==> src/rtl/oc_pkg.sv <==
// Package: shared types for the overcurrent alarm filter.
// Assumes: nothing beyond being compiled before its users.
package oc_pkg;

    // Phases of the throttle hold sequencer.
    typedef enum logic [1:0] {
        HOLD_IDLE = 2'd0,
        HOLD_ON   = 2'd1,
        HOLD_TAIL = 2'd2
    } hold_phase_e;

endpackage

==> src/rtl/oc_alarm_sync.sv <==
// Module: oc_alarm_sync
// Brings the raw alarm line into the clock domain, applies the polarity
// setting and produces the active level plus a one-cycle event pulse on
// each inactive-to-active transition.
// Assumes: cfg_active_low is quasi-static; it is sampled as reset value.
module oc_alarm_sync #(
    parameter int STAGES = 2
) (
    input  logic clk,
    input  logic rst_n,
    input  logic alarm_raw,
    input  logic cfg_active_low,
    output logic alarm_active,
    output logic alarm_event,
    output logic alarm_release
);

    logic [STAGES-1:0] sync_q;
    logic              active_q;

    // Synchronizer chain; reset loads the inactive level for this polarity.
    always_ff @(posedge clk) begin
        if (!rst_n) begin
            sync_q <= {STAGES{cfg_active_low}};
        end else begin
            sync_q <= {sync_q[STAGES-2:0], alarm_raw};
        end
    end

    assign alarm_active = sync_q[STAGES-1] ^ cfg_active_low;

    // Previous active level, used for edge detection.
    always_ff @(posedge clk) begin
        if (!rst_n) begin
            active_q <= 1'b0;
        end else begin
            active_q <= alarm_active;
        end
    end

    assign alarm_event   = alarm_active & ~active_q;
    assign alarm_release = ~alarm_active & active_q;

endmodule

==> src/rtl/oc_event_counter.sv <==
// Module: oc_event_counter
// Counts alarm events, raises a sticky interrupt when the count reaches the
// threshold (then restarts), and clears the count through an inactivity
// filter timer that every event reloads.
// Assumes: alarm_event is a single-cycle pulse; thresholds are static
// while events arrive.
module oc_event_counter #(
    parameter int CNT_W  = 8,
    parameter int FILT_W = 16
) (
    input  logic              clk,
    input  logic              rst_n,
    input  logic              alarm_event,
    input  logic              cfg_thresh_en,
    input  logic [CNT_W-1:0]  cfg_thresh,
    input  logic [FILT_W-1:0] cfg_filter_len,
    input  logic              irq_clr,
    output logic              irq
);

    localparam logic [CNT_W-1:0]  CNT_MAX  = {CNT_W{1'b1}};
    localparam logic [FILT_W-1:0] FILT_ONE = {{(FILT_W-1){1'b0}}, 1'b1};

    logic [CNT_W-1:0]  count_q;
    logic [CNT_W:0]    count_inc;
    logic [FILT_W-1:0] idle_q;
    logic              fire;
    logic              expire;
    logic              irq_q;

    assign count_inc = {1'b0, count_q} + {{CNT_W{1'b0}}, 1'b1};
    assign fire      = alarm_event & cfg_thresh_en &
                       (count_inc >= {1'b0, cfg_thresh});
    assign expire    = (cfg_filter_len != '0) &&
                       (idle_q == cfg_filter_len - FILT_ONE);

    // Event count: restart on fire, clear on filter expiry, else saturate up.
    always_ff @(posedge clk) begin
        if (!rst_n) begin
            count_q <= '0;
        end else if (alarm_event) begin
            if (fire) begin
                count_q <= '0;
            end else if (count_q != CNT_MAX) begin
                count_q <= count_inc[CNT_W-1:0];
            end
        end else if (expire) begin
            count_q <= '0;
        end
    end

    // Inactivity timer: reloaded by each event, rearmed when it expires.
    always_ff @(posedge clk) begin
        if (!rst_n) begin
            idle_q <= '0;
        end else if (alarm_event || expire) begin
            idle_q <= '0;
        end else if (cfg_filter_len != '0) begin
            idle_q <= idle_q + FILT_ONE;
        end
    end

    // Sticky interrupt; a new fire wins over a clear in the same cycle.
    always_ff @(posedge clk) begin
        if (!rst_n) begin
            irq_q <= 1'b0;
        end else if (fire) begin
            irq_q <= 1'b1;
        end else if (irq_clr) begin
            irq_q <= 1'b0;
        end
    end

    assign irq = irq_q;

endmodule

==> src/rtl/oc_hold_timer.sv <==
// Module: oc_hold_timer
// Keeps the throttle request high while the alarm is active and for a
// programmed number of microseconds after it deactivates, using a
// prescaler that divides the clock down to one tick per microsecond.
// Assumes: cfg_clk_per_us of 0 is treated as 1.
module oc_hold_timer
    import oc_pkg::*;
#(
    parameter int HOLD_W = 8,
    parameter int PRE_W  = 8
) (
    input  logic              clk,
    input  logic              rst_n,
    input  logic              alarm_active,
    input  logic              alarm_release,
    input  logic [HOLD_W-1:0] cfg_hold_us,
    input  logic [PRE_W-1:0]  cfg_clk_per_us,
    output logic              throttle_req
);

    localparam logic [PRE_W-1:0]  PRE_ONE  = {{(PRE_W-1){1'b0}}, 1'b1};
    localparam logic [HOLD_W-1:0] HOLD_ONE = {{(HOLD_W-1){1'b0}}, 1'b1};

    hold_phase_e       phase_q;
    logic [PRE_W-1:0]  pre_q;
    logic [PRE_W-1:0]  pre_div;
    logic [HOLD_W-1:0] us_q;
    logic              us_tick;

    assign pre_div = (cfg_clk_per_us == '0) ? PRE_ONE : cfg_clk_per_us;
    assign us_tick = (pre_q == pre_div - PRE_ONE);

    // Phase sequencer: idle, alarm on, post-release hold tail.
    always_ff @(posedge clk) begin
        if (!rst_n) begin
            phase_q <= HOLD_IDLE;
        end else begin
            unique case (phase_q)
                HOLD_IDLE: if (alarm_active) phase_q <= HOLD_ON;
                HOLD_ON: begin
                    if (alarm_release || !alarm_active) begin
                        phase_q <= (cfg_hold_us == '0) ? HOLD_IDLE : HOLD_TAIL;
                    end
                end
                HOLD_TAIL: begin
                    if (alarm_active) begin
                        phase_q <= HOLD_ON;
                    end else if (us_tick && us_q == HOLD_ONE) begin
                        phase_q <= HOLD_IDLE;
                    end
                end
                default: phase_q <= HOLD_IDLE;
            endcase
        end
    end

    // Prescaler: counts clocks within one microsecond of the hold tail.
    always_ff @(posedge clk) begin
        if (!rst_n) begin
            pre_q <= '0;
        end else if (phase_q != HOLD_TAIL || us_tick) begin
            pre_q <= '0;
        end else begin
            pre_q <= pre_q + PRE_ONE;
        end
    end

    // Microsecond down-counter, loaded when the hold tail begins.
    always_ff @(posedge clk) begin
        if (!rst_n) begin
            us_q <= '0;
        end else if (phase_q == HOLD_ON) begin
            us_q <= cfg_hold_us;
        end else if (phase_q == HOLD_TAIL && us_tick && us_q != '0) begin
            us_q <= us_q - HOLD_ONE;
        end
    end

    assign throttle_req = alarm_active || (phase_q != HOLD_IDLE);

endmodule

==> src/rtl/oc_alarm_filter.sv <==
// Module: oc_alarm_filter (top)
// Overcurrent alarm event filter: synchronizer with polarity, event
// counter with threshold interrupt and inactivity filter, and a throttle
// request with a microsecond hold after the alarm deasserts.
// Assumes: configuration is changed only while the alarm is idle or in reset.
module oc_alarm_filter #(
    parameter int CNT_W  = 8,
    parameter int FILT_W = 16,
    parameter int HOLD_W = 8,
    parameter int PRE_W  = 8
) (
    input  logic              clk,
    input  logic              rst_n,
    input  logic              alarm_raw,
    input  logic              cfg_active_low,
    input  logic              cfg_thresh_en,
    input  logic [CNT_W-1:0]  cfg_thresh,
    input  logic [FILT_W-1:0] cfg_filter_len,
    input  logic [HOLD_W-1:0] cfg_hold_us,
    input  logic [PRE_W-1:0]  cfg_clk_per_us,
    input  logic              irq_clr,
    output logic              irq,
    output logic              throttle_req
);

    logic alarm_active;
    logic alarm_event;
    logic alarm_release;

    oc_alarm_sync #(.STAGES(2)) u_sync (
        .clk           (clk),
        .rst_n         (rst_n),
        .alarm_raw     (alarm_raw),
        .cfg_active_low(cfg_active_low),
        .alarm_active  (alarm_active),
        .alarm_event   (alarm_event),
        .alarm_release (alarm_release)
    );

    oc_event_counter #(.CNT_W(CNT_W), .FILT_W(FILT_W)) u_count (
        .clk           (clk),
        .rst_n         (rst_n),
        .alarm_event   (alarm_event),
        .cfg_thresh_en (cfg_thresh_en),
        .cfg_thresh    (cfg_thresh),
        .cfg_filter_len(cfg_filter_len),
        .irq_clr       (irq_clr),
        .irq           (irq)
    );

    oc_hold_timer #(.HOLD_W(HOLD_W), .PRE_W(PRE_W)) u_hold (
        .clk           (clk),
        .rst_n         (rst_n),
        .alarm_active  (alarm_active),
        .alarm_release (alarm_release),
        .cfg_hold_us   (cfg_hold_us),
        .cfg_clk_per_us(cfg_clk_per_us),
        .throttle_req  (throttle_req)
    );

endmodule

==> config.mk <==
export PLATFORM = sky130hd
export DESIGN_NAME = oc_alarm_filter
export DESIGN_NICKNAME = d
export VERILOG_FILES = /design/src/rtl/oc_pkg.sv /design/src/rtl/oc_alarm_sync.sv /design/src/rtl/oc_event_counter.sv /design/src/rtl/oc_hold_timer.sv /design/src/rtl/oc_alarm_filter.sv
export SDC_FILE = /design/constraint.sdc
export NUM_CORES = 1
export LEC_CHECK = 0
export CORE_UTILIZATION = 48
export DETAILED_ROUTE_END_ITERATION = 8
export HOLD_SLACK_MARGIN = 0.12
export PLACE_DENSITY_LB_ADDON = 0.25
export SLEW_MARGIN = 20
export SYNTH_ARGS = -nofsm -noshare
export SYNTH_HDL_FRONTEND = slang
export SYNTH_SLANG_ARGS = --single-unit
export TNS_END_PERCENT = 1
==> constraint.sdc <==
create_clock -name clk -period 4.1 [get_ports clk]
set_input_delay 0.82 -clock clk [delete_from_list [all_inputs] [get_ports clk]]
set_output_delay 0.82 -clock clk [all_outputs]
set_load 0.01 [all_outputs]
# == After elaboration in Yosys (flattened, before gate mapping) ==
# Cells that the tools add are included.
# W data, S select, Z words.
# op_classes
mux,16
n_eq_ne,11
n_bitwise,8
n_lt_le_gt_ge,1
reduce_logical,22
addsub,6
# ops
operator,n
$mux W8,7
$add A16 B1 Y16 const B,1
$eq A16 B16 Y1,1
$logic_not A8 Y1,2
$reduce_bool A16 Y1,1
$sub A16 B1 Y16 const B,1
$sub A8 B1 Y8 const B,2
$mux W2,6
$add A8 B1 Y9 const B,1
$ge A9 B8 Y1,1
$add A8 B1 Y8 const B,1
$eq A8 B1 Y1 const B,1
$eq A8 B8 Y1,1
$ne A8 B8 Y1 const B,1
$reduce_bool A2 Y1,4
$reduce_bool A8 Y1,1
$pmux W2 S3,1
$and A1 B1 Y1,4
$logic_and A1 B1 Y1,4
$logic_or A1 B1 Y1,4
$ne A2 B1 Y1 const B,2
$reduce_or A2 Y1,2
$ne A3 B1 Y1 const B,1
$ne A3 B3 Y1 const B,1
other kinds (10),13
# totals
elab_cells,72
reg_bits,46
output_inout_bits,2

# == Longest topological paths before layout ==
# Gate-level depths: netlist (run 1).
# depth
depth_word,8
depth_mapped,12
mapped_depth_nobuf,12

# == Cells and area by module ==
# From an unflattened synthesis (run 1), not the netlist that was laid out.
# hier_totals
cells_unflattened,433
hier_area_um2,3432.0
# by_module_without_submodules
module,instances,seq_area_each_um2,area_per_inst_um2,cells_each
oc_event_counter,1,500.5,2016.9,254
oc_hold_timer,1,360.3,1296.2,166
oc_alarm_sync,1,60.1,118.9,13

# == Worst setup path before layout (run 1) ==
# No wires, ideal clock.
# synth_path
path_kind,input to register
start,input port cfg_clk_per_us[3]
end,register u_hold.us_q[4]
cell_stages,10
setup_ps,95
t_arrival_ps,3021
slack_ps,984
required_time_ps,4005
path_buffers,1
cell_sequence,nor3_1 a31oi_1 ha_1 nor3b_2 xnor2_1 or4_4 buf_6 nor3_2 mux2_1 o311ai_1
# synth_via
elab_chain_cells,7
# synth_rtl
item,line,source
start: declaration,oc_alarm_filter.sv:20,"input logic [PRE_W-1:0] cfg_clk_per_us,"
$logic_not A8 Y1,oc_hold_timer.sv:30,assign pre_div = (cfg_clk_per_us == '0) ? PRE_ONE : cfg_clk_per_us;
$mux W8 *,oc_hold_timer.sv:30,
$sub A8 B1 Y8 *,oc_hold_timer.sv:31,assign us_tick = (pre_q == pre_div - PRE_ONE);
$eq A8 B8 Y1 *,oc_hold_timer.sv:31,
$logic_and A1 B1 Y1 * (2 in series),oc_hold_timer.sv:74,end else if (phase_q == HOLD_TAIL && us_tick && us_q != '0) begin
$reduce_bool A2 Y1 (no line) *,-,
end signal: assignment,oc_hold_timer.sv:73,us_q <= cfg_hold_us;
end signal: assignment,oc_hold_timer.sv:75,us_q <= us_q - HOLD_ONE;
end: declaration,oc_hold_timer.sv:27,logic [HOLD_W-1:0] us_q;
# Every way passes the cells marked *; elsewhere a longest branch is shown, timed or not.
# A chain may end at the register's enable or synchronous reset.

# == Final worst setup path (run 1) ==
# layout_path
start,input port cfg_clk_per_us[2]
end,register u_hold.us_q[4]
# Same word-level chain as after synthesis.

==> results of run 1 <==
## cells in the mapped netlist (6+ instances only)
| cell | n |
|---|---|
| nor2_1 | 50 |
| dfxtp_1 | 46 |
| nand2_1 | 38 |
| xor2_1 | 32 |
| nand3_1 | 24 |
| xnor2_1 | 23 |
| inv_1 | 20 |
| ha_1 | 17 |
| a21oi_1 | 12 |
| o21ai_0 | 11 |
| nand4_1 | 10 |
| nor3_1 | 9 |
| o21ai_1 | 9 |
| clkbuf_1 | 8 |
| nand2b_1 | 8 |
| nor4_1 | 7 |
| and3_1 | 6 |
| or3_1 | 6 |
| or4_1 | 6 |
## per-layer routing
| metal | share of wire, % | routed length (um) | global-route usage (%) |
|---|---|---|---|
| met1 | 48 | 3340 | 26.1 |
| met2 | 48 | 3350 | 36.8 |
| met3 | 3.3 | 230 | 3.79 |
| met4 | 1.3 | 88 | 4.78 |
| met5 | 0 | 0 | 0 |
## logic make-up after synthesis
| kind of cell | after synthesis |
|---|---|
| muxes | 2 |
| DFF | 46 |
| buffers and inverters | 32 |
| and+or+nand+nor | 195 |
| adders and majority gates | 17 |
| xor gates and xnor gates | 56 |
| AOI/OAI and AO/OA | 71 |
## layout make-up
cell class                 count  area, um^2
clock buffer                   5        68.8
clock inverter                 3        23.8
fill                         579        2530
inverter                      21        78.8
multi-input combinational    341        2270
sequential                    46         921
tap                           77        96.3
timing repair buffer          52         508
## through the flow
step | hold slack (ps) | std cells
2_1_floorplan | 403 | 419
3_3_place_gp | 409 | 537
3_5_place_dp | 414 | 537
4_1_cts | 420 | 545
5_1_grt | 476 | 545
6_report | 417 | 545
## state kept, by name, indices dropped and copies added (netlist names)
register	flops
u_count.idle_q	16
u_count.count_q	8
u_hold.pre_q	8
u_hold.us_q	8
u_hold.phase_q	2
u_sync.sync_q	2
u_count.irq	1
u_sync.active_q	1
## cells in the final DEF (no fill, tap or decap), types with 3 or more instances in the layout
cell	synthesis	final
nor2_1	50	50
clkdlybuf4s50_1	0	47
dfxtp_1	46	46
nand2_1	38	38
xor2_1	32	32
nand3_1	24	24
xnor2_1	23	23
inv_1	20	20
ha_1	17	17
a21oi_1	12	12
o21ai_0	11	11
nand4_1	10	10
nor3_1	9	9
o21ai_1	9	9
nand2b_1	8	8
nor4_1	7	7
and3_1	6	6
or3_1	6	6
or4_1	6	6
a31oi_1	5	5
o211ai_1	5	5
clkbuf_8	0	5
buf_4	0	5
a221oi_1	4	4
or2_1	3	3
or2_2	3	3
and2_1	3	3
nor2b_1	3	3
nand4b_1	3	3
## report_power, final
part,leakage [nW],internal (mW),switching [mW]
Clock,0.0408,0.122,0.160
Combinational,1.03,0.102,0.107
Sequential,0.374,0.464,0.0166
## worst reg2reg max path, cell delays in order (launching register included)
cell and delay [ps]:
dfxtp_1 420, ha_1 230, nand4_1 160, or2_2 330, and2_1 170, or2_1 220
ha_1 200, a221o_1 320, a41oi_1 180, o21ai_1 190, a21oi_1 390, o21ai_0 160
o211ai_1 100
## how the worst min path moves through the flow
stage          slack, ps                to  cells past startpoint
2_1_floorplan        400  u_sync.sync_q[1]                      2
3_3_place_gp         410  u_sync.sync_q[1]                      2
3_5_place_dp         410  u_sync.sync_q[1]                      2
4_1_cts              420  u_sync.sync_q[1]                      2
5_1_grt              480  u_sync.sync_q[1]                      2
6_report             420  u_sync.sync_q[1]                      2
==> out/summary.txt, run 1 <==
==============================================================================
Result of the run                                                    completed
Post-Route WL                                                          7.00 mm
Mapped Cells                                                               419
Final critical delay including setup and external delays               3540 ps
Routed via count                                                          3022
Number of antenna-violating nets in the routed design                        0
Number of sinks handled by clock tree synthesis                             46
Placer congestion estimate                                               0.879
Global-route wire length before repair                                 12.5 mm
Floorplan row count                                                         29
Number of different library cells in the post-synthesis netlist             63
Routed wire per std cell                                               12.8 um
Post-layout worst setup margin                                          560 ps
P&R area growth vs syn                                                   19.5%
Register-to-register setup slack                                        970 ps
Initial antenna violation count                                              0
I/O Buffers                                                                 47
Share of the cycle needed by the critical path after routing             86.3%
Effective utilization at floorplan                                       51.1%
Post-synthesis average cell area                                     7.92 um^2
Drt pass-1 iters                                                             4
Fraction of the mapped netlist area in adder cells                       6.41%
Final Skew                                                             15.7 ps
Leading area contributor after synthesis                               dfxtp_1
Vias per cell                                                             5.54
Worst Path Required                                                    4320 ps
Number of synthesis warnings                                                 0
Sum of buffers and inverters on the critical path                            1
Nature of the critical path startpoint                              input port
Critical-path cell list                                           clkdlybuf4s50_1, nor3_1, a31oi_1, ha_1, nor3b_2, xnor2_1, or4_4, nor3_2, mux2_1, o311ai_1
Critical path's largest stage delay                                     610 ps
CORE AREA                                                            6490 um^2
Netlist area before placement                                        3320 um^2
Initial DRC count                                                          122
Final number of hold-violating endpoints                                     0
Number of placed I/O pins                                                   48
Largest net degree at the start of global routing                           19
Mux contribution to synthesized area                                    0.641%
NumNets Final                                                              530
Peak supply drop                                                      0.161 mV
Area share of and/or/nand/nor cells after synthesis                      31.4%
Arrival time reported for the critical path endpoint                   3760 ps
Synth Area in XOR/XNOR                                                   15.3%
Dominant delay contributor by cell family on the critical path    simple AND/OR/NAND/NOR gates
Post-route cell area                                                 3960 um^2
CTS clock-pin slew for the worst setup and hold paths                   100 ps
Synth async-reset ratio                                                     0%
Vias in the first global route                                            2917
Final count of pins violating max slew                                       0
Number of clock buffers inserted by TritonCTS                                5
Setup Buffers After CTS                                                      0
Critical path fanouts, max                                                   6
Unrepaired setup endpoints after global routing                          false
Share of layout cells above drive strength 1                             6.41%
Power density normalized to cell area                              245 nW/um^2
Number of flip-flops and latches in the synthesized netlist                 46
Dominant combinational cell family by area after synthesis        simple AND/OR/NAND/NOR gates
Total power                                                           0.971 mW
Worst slew margin relative to its limit                                  56.0%
Area of the die                                                      7250 um^2
Overall die height                                                     85.1 um
RR Startpoint                                                     u_count.count_q[0]
Slowest library cell on the worst path                                   or4_4
Main flop type after synthesis                                         dfxtp_1
Crit. path cell count                                                       10
Compound-cell area share of the yosys netlist                            14.5%
Post-CTS Resized                                                             0
Number of buffers inserted by hold repair at cts                             0
H-Tree Level Count                                                           2
TritonCTS clock tree                                                       yes
Dpl hpwl                                                               5.56 mm
EDFF count, synth                                                            0
Post-Place Worst Slack                                                  251 ps
Worst Reg2Reg Path Length in Cells                                          12
Clock insertion delay at the later pin of the skew report               310 ps
Post-route setup TNS                                                      0 ps
Post-route DRC                                                               0
Biggest area contributors in the synthesized netlist              dfxtp_1, xor2_1, ha_1, xnor2_1, nor2_1
Kind of end point of the critical path                                register
Count of endpoints failing setup in the final report                         0
CTS Buffer Depth                                                             2
Crit Path Category                                                input port to register
Die Wd                                                                 85.1 um
Max_cap viols                                                                0
GRT Resource Usage Total                                                 20.7%
Utilization after layout                                                 61.0%
Startpoint of the worst hold path                                 u_sync.sync_q[0]
Antenna fix cells                                                            0
Area fraction of the dominant cell type after synthesis                  27.8%
Crit path capture                                                 u_hold.us_q[4]
Worst min-delay path category                                     register to register
Reg-to-Reg End                                                    u_count.count_q[6]
Max Clock Freq                                                         282 MHz
Post-DP Area                                                         3870 um^2
Worst Max-Slew Pin Slew                                                 654 ps
Leakage                                                                1.44 nW
Launching instance or port of the critical path                   cfg_clk_per_us[2]
Clock root buffer                                                     clkbuf_8
Global-route congestion overflow total                                       0
Net Count, Synth                                                           482
Sequential share of the synthesized area                                 27.8%
==============================================================================
No activity file was read; power rests on OpenSTA's default activity.
==> run 2: changes to the inputs <==
--- a/config.mk
+++ b/config.mk
@@ -8,7 +8,7 @@
 export CORE_UTILIZATION = 48
 export DETAILED_ROUTE_END_ITERATION = 8
 export HOLD_SLACK_MARGIN = 0.12
-export PLACE_DENSITY_LB_ADDON = 0.25
+export PLACE_DENSITY = 0.81
 export SLEW_MARGIN = 20
 export SYNTH_ARGS = -nofsm -noshare
 export SYNTH_HDL_FRONTEND = slang
==> out/summary.txt, run 2 (same netlist as run 1, synthesis figures left out) <==
=============================================================================
Vias per cell                                                            5.68   +2.4%
Result of the run                                                   completed
Number of buffers inserted by hold repair at cts                            0   unchanged
Critical-path cell list                                          clkdlybuf4s50_1, nor3_1, a31oi_1, ha_1, nor3b_2, xnor2_1, or4_4, or2_1, or3b_1, nor2_1
Final number of hold-violating endpoints                                    0   unchanged
Clock root buffer                                                    clkbuf_8
Effective utilization at floorplan                                      51.1%   unchanged
Crit Path Category                                               input port to register
Final count of pins violating max slew                                      0   unchanged
Post-Place Worst Slack                                                 312 ps   +60.3 ps
Post-DP Area                                                        3860 um^2   -0.19%
Arrival time reported for the critical path endpoint                  3670 ps   -90 ps
Clock insertion delay at the later pin of the skew report              300 ps   about the same
Global-route wire length before repair                                12.6 mm   +0.50%
NumNets Final                                                             529   -0.19%
Power density normalized to cell area                             248 nW/um^2   +1.4%
Area of the die                                                     7250 um^2   unchanged
Leakage                                                               1.45 nW   +0.28%
Count of endpoints failing setup in the final report                        0   unchanged
Overall die height                                                    85.1 um   unchanged
Peak supply drop                                                     0.240 mV   +49%
Cell count of the worst hold path                                           2   unchanged
I/O Buffers                                                                47   unchanged
Number of antenna-violating nets in the routed design                       0   unchanged
Commonest cells after routing, fill and taps aside               nor2_1, clkdlybuf4s50_1, dfxtp_1, nand2_1, xor2_1
Register bank with the most flops                                u_count.idle_q
Final Skew                                                            13.1 ps   -2.65 ps
Placer congestion estimate                                              0.882   +0.33%
Number of clock buffers inserted by TritonCTS                               5   unchanged
Kind of end point of the critical path                               register
Share of layout cells above drive strength 1                            6.21%   -0.20 points
Dominant delay contributor by cell family on the critical path   simple AND/OR/NAND/NOR gates
Global-route congestion overflow total                                      0   unchanged
Setup Buffers After CTS                                                     0   unchanged
Nature of the critical path startpoint                             input port
Utilization after layout                                                61.0%   -0.077 points
Critical path's largest stage delay                                    610 ps   about the same
Post-Route WL                                                         7.28 mm   +4.0%
Initial DRC count                                                         125   +2.5%
Post-CTS Resized                                                            0   unchanged
Initial antenna violation count                                             0   unchanged
Post-layout worst setup margin                                         614 ps   +54.1 ps
Die Wd                                                                85.1 um   unchanged
Largest net degree at the start of global routing                          19   unchanged
TritonCTS clock tree                                                      yes
Worst slew margin relative to its limit                                 58.5%   +2.5 points
Total power                                                          0.983 mW   +1.3%
Vias in the first global route                                           2971   +1.9%
H-Tree Level Count                                                          2   unchanged
Sum of buffers and inverters on the critical path                           1   unchanged
Worst Max-Slew Pin Slew                                                622 ps   -32.5 ps
CORE AREA                                                           6490 um^2   unchanged
Drt pass-1 iters                                                            4   unchanged
Number of placed I/O pins                                                  48   unchanged
Post-route DRC                                                              0   unchanged
Share of the cycle needed by the critical path after routing            85.0%   -1.3 points
Max_cap viols                                                               0   unchanged
Storage cell area                                                    921 um^2   unchanged
Most common library cell in the layout ignoring fill and taps          nor2_1
Footprint of the multi-input gates                                  2270 um^2   unchanged
Crit. path cell count                                                      10   unchanged
CTS Buffer Depth                                                            2   unchanged
Dpl hpwl                                                              5.78 mm   +3.9%
Floorplan row count                                                        29   unchanged
Worst Path Required                                                   4280 ps   -40 ps
Largest register FFs                                                       16   unchanged
Antenna fix cells                                                           0   unchanged
Unrepaired setup endpoints after global routing                         false
Post-route setup TNS                                                     0 ps   unchanged
Number of sinks handled by clock tree synthesis                            46   unchanged
CTS clock-pin slew for the worst setup and hold paths                  100 ps   about the same
Critical path fanouts, max                                                  8   +2
Slowest library cell on the worst path                                  or4_4
Post-route cell area                                                3960 um^2   -0.13%
Final critical delay including setup and external delays              3490 ps   -54.1 ps
Worst Reg2Reg Path Length in Cells                                         12   unchanged
GRT Resource Usage Total                                                20.9%   +0.14 points
P&R area growth vs syn                                                  19.3%
Filler cell count in the final layout                                     563   -2.8%
Max Clock Freq                                                        287 MHz   +1.6%
Routed wire per std cell                                              13.4 um   +4.2%
Routed via count                                                         3089   +2.2%
Worst min-delay path category                                    register to register
=============================================================================
==> run 2: cell count changes in the layout (fill, tap and decap cells not counted), sizes merged <==
| cell | delta |
|---|---|
| clkinvlp | -2 |
| inv | +2 |
| buf | -1 |
==> run 2: power breakdown <==
part / switching, mW / internal (mW) / leakage, nW
Combinational: 0.107 / 0.101 / 1.02
Clock: 0.168 / 0.127 / 0.0495
Sequential: 0.0173 / 0.464 / 0.374
==> run 2: layout make-up <==
cell class | instances | area share [%]
clock inverter | 3 | 0.664
inverter | 21 | 1.99
sequential | 46 | 23.3
tap | 77 | 2.43
multi-input combinational | 341 | 57.3
timing repair buffer | 51 | 12.6
clock buffer | 5 | 1.74
==> run 2: per-stage QoR <==
step           std cells  hold WS (ps)
3_5_place_dp         536           429
4_1_cts              544           456
3_3_place_gp         536           418
6_report             544           448
5_1_grt              544           468
2_1_floorplan        419           403
==> run 2: layer usage <==
layer / share of wire (%) / global-route usage [%]
met5: 0 / 0
met4: 1.3 / 6.01
met3: 3.8 / 3.50
met2: 50 / 38.2
met1: 45 / 25.0
==> run 2: path summary, 6_finish.rpt <==
| path | start | to | slack [ps] |
|---|---|---|---|
| setup reg to reg | u_count.count_q[0] | u_count.count_q[6] | 960 |
| setup / recovery | cfg_clk_per_us[2] | u_hold.pre_q[3] | 610 |
| hold / removal | u_sync.sync_q[0] | u_sync.sync_q[1] | 450 |
| hold reg to reg | u_sync.sync_q[0] | u_sync.sync_q[1] | 450 |
==> run 2: worst min-delay path: stages (launching register included) <==
cell and delay [ps]:
dfxtp_1 330, nand2_1 50, nand2_1 50
==> run 3: changes to the inputs <==
--- a/config.mk
+++ b/config.mk
@@ -9,7 +9,6 @@
 export DETAILED_ROUTE_END_ITERATION = 8
 export HOLD_SLACK_MARGIN = 0.12
 export PLACE_DENSITY = 0.81
-export SLEW_MARGIN = 20
 export SYNTH_ARGS = -nofsm -noshare
 export SYNTH_HDL_FRONTEND = slang
 export SYNTH_SLANG_ARGS = --single-unit
==> results of run 3 <==
The final DEF is identical to that of run 2; final timing and power are the same.
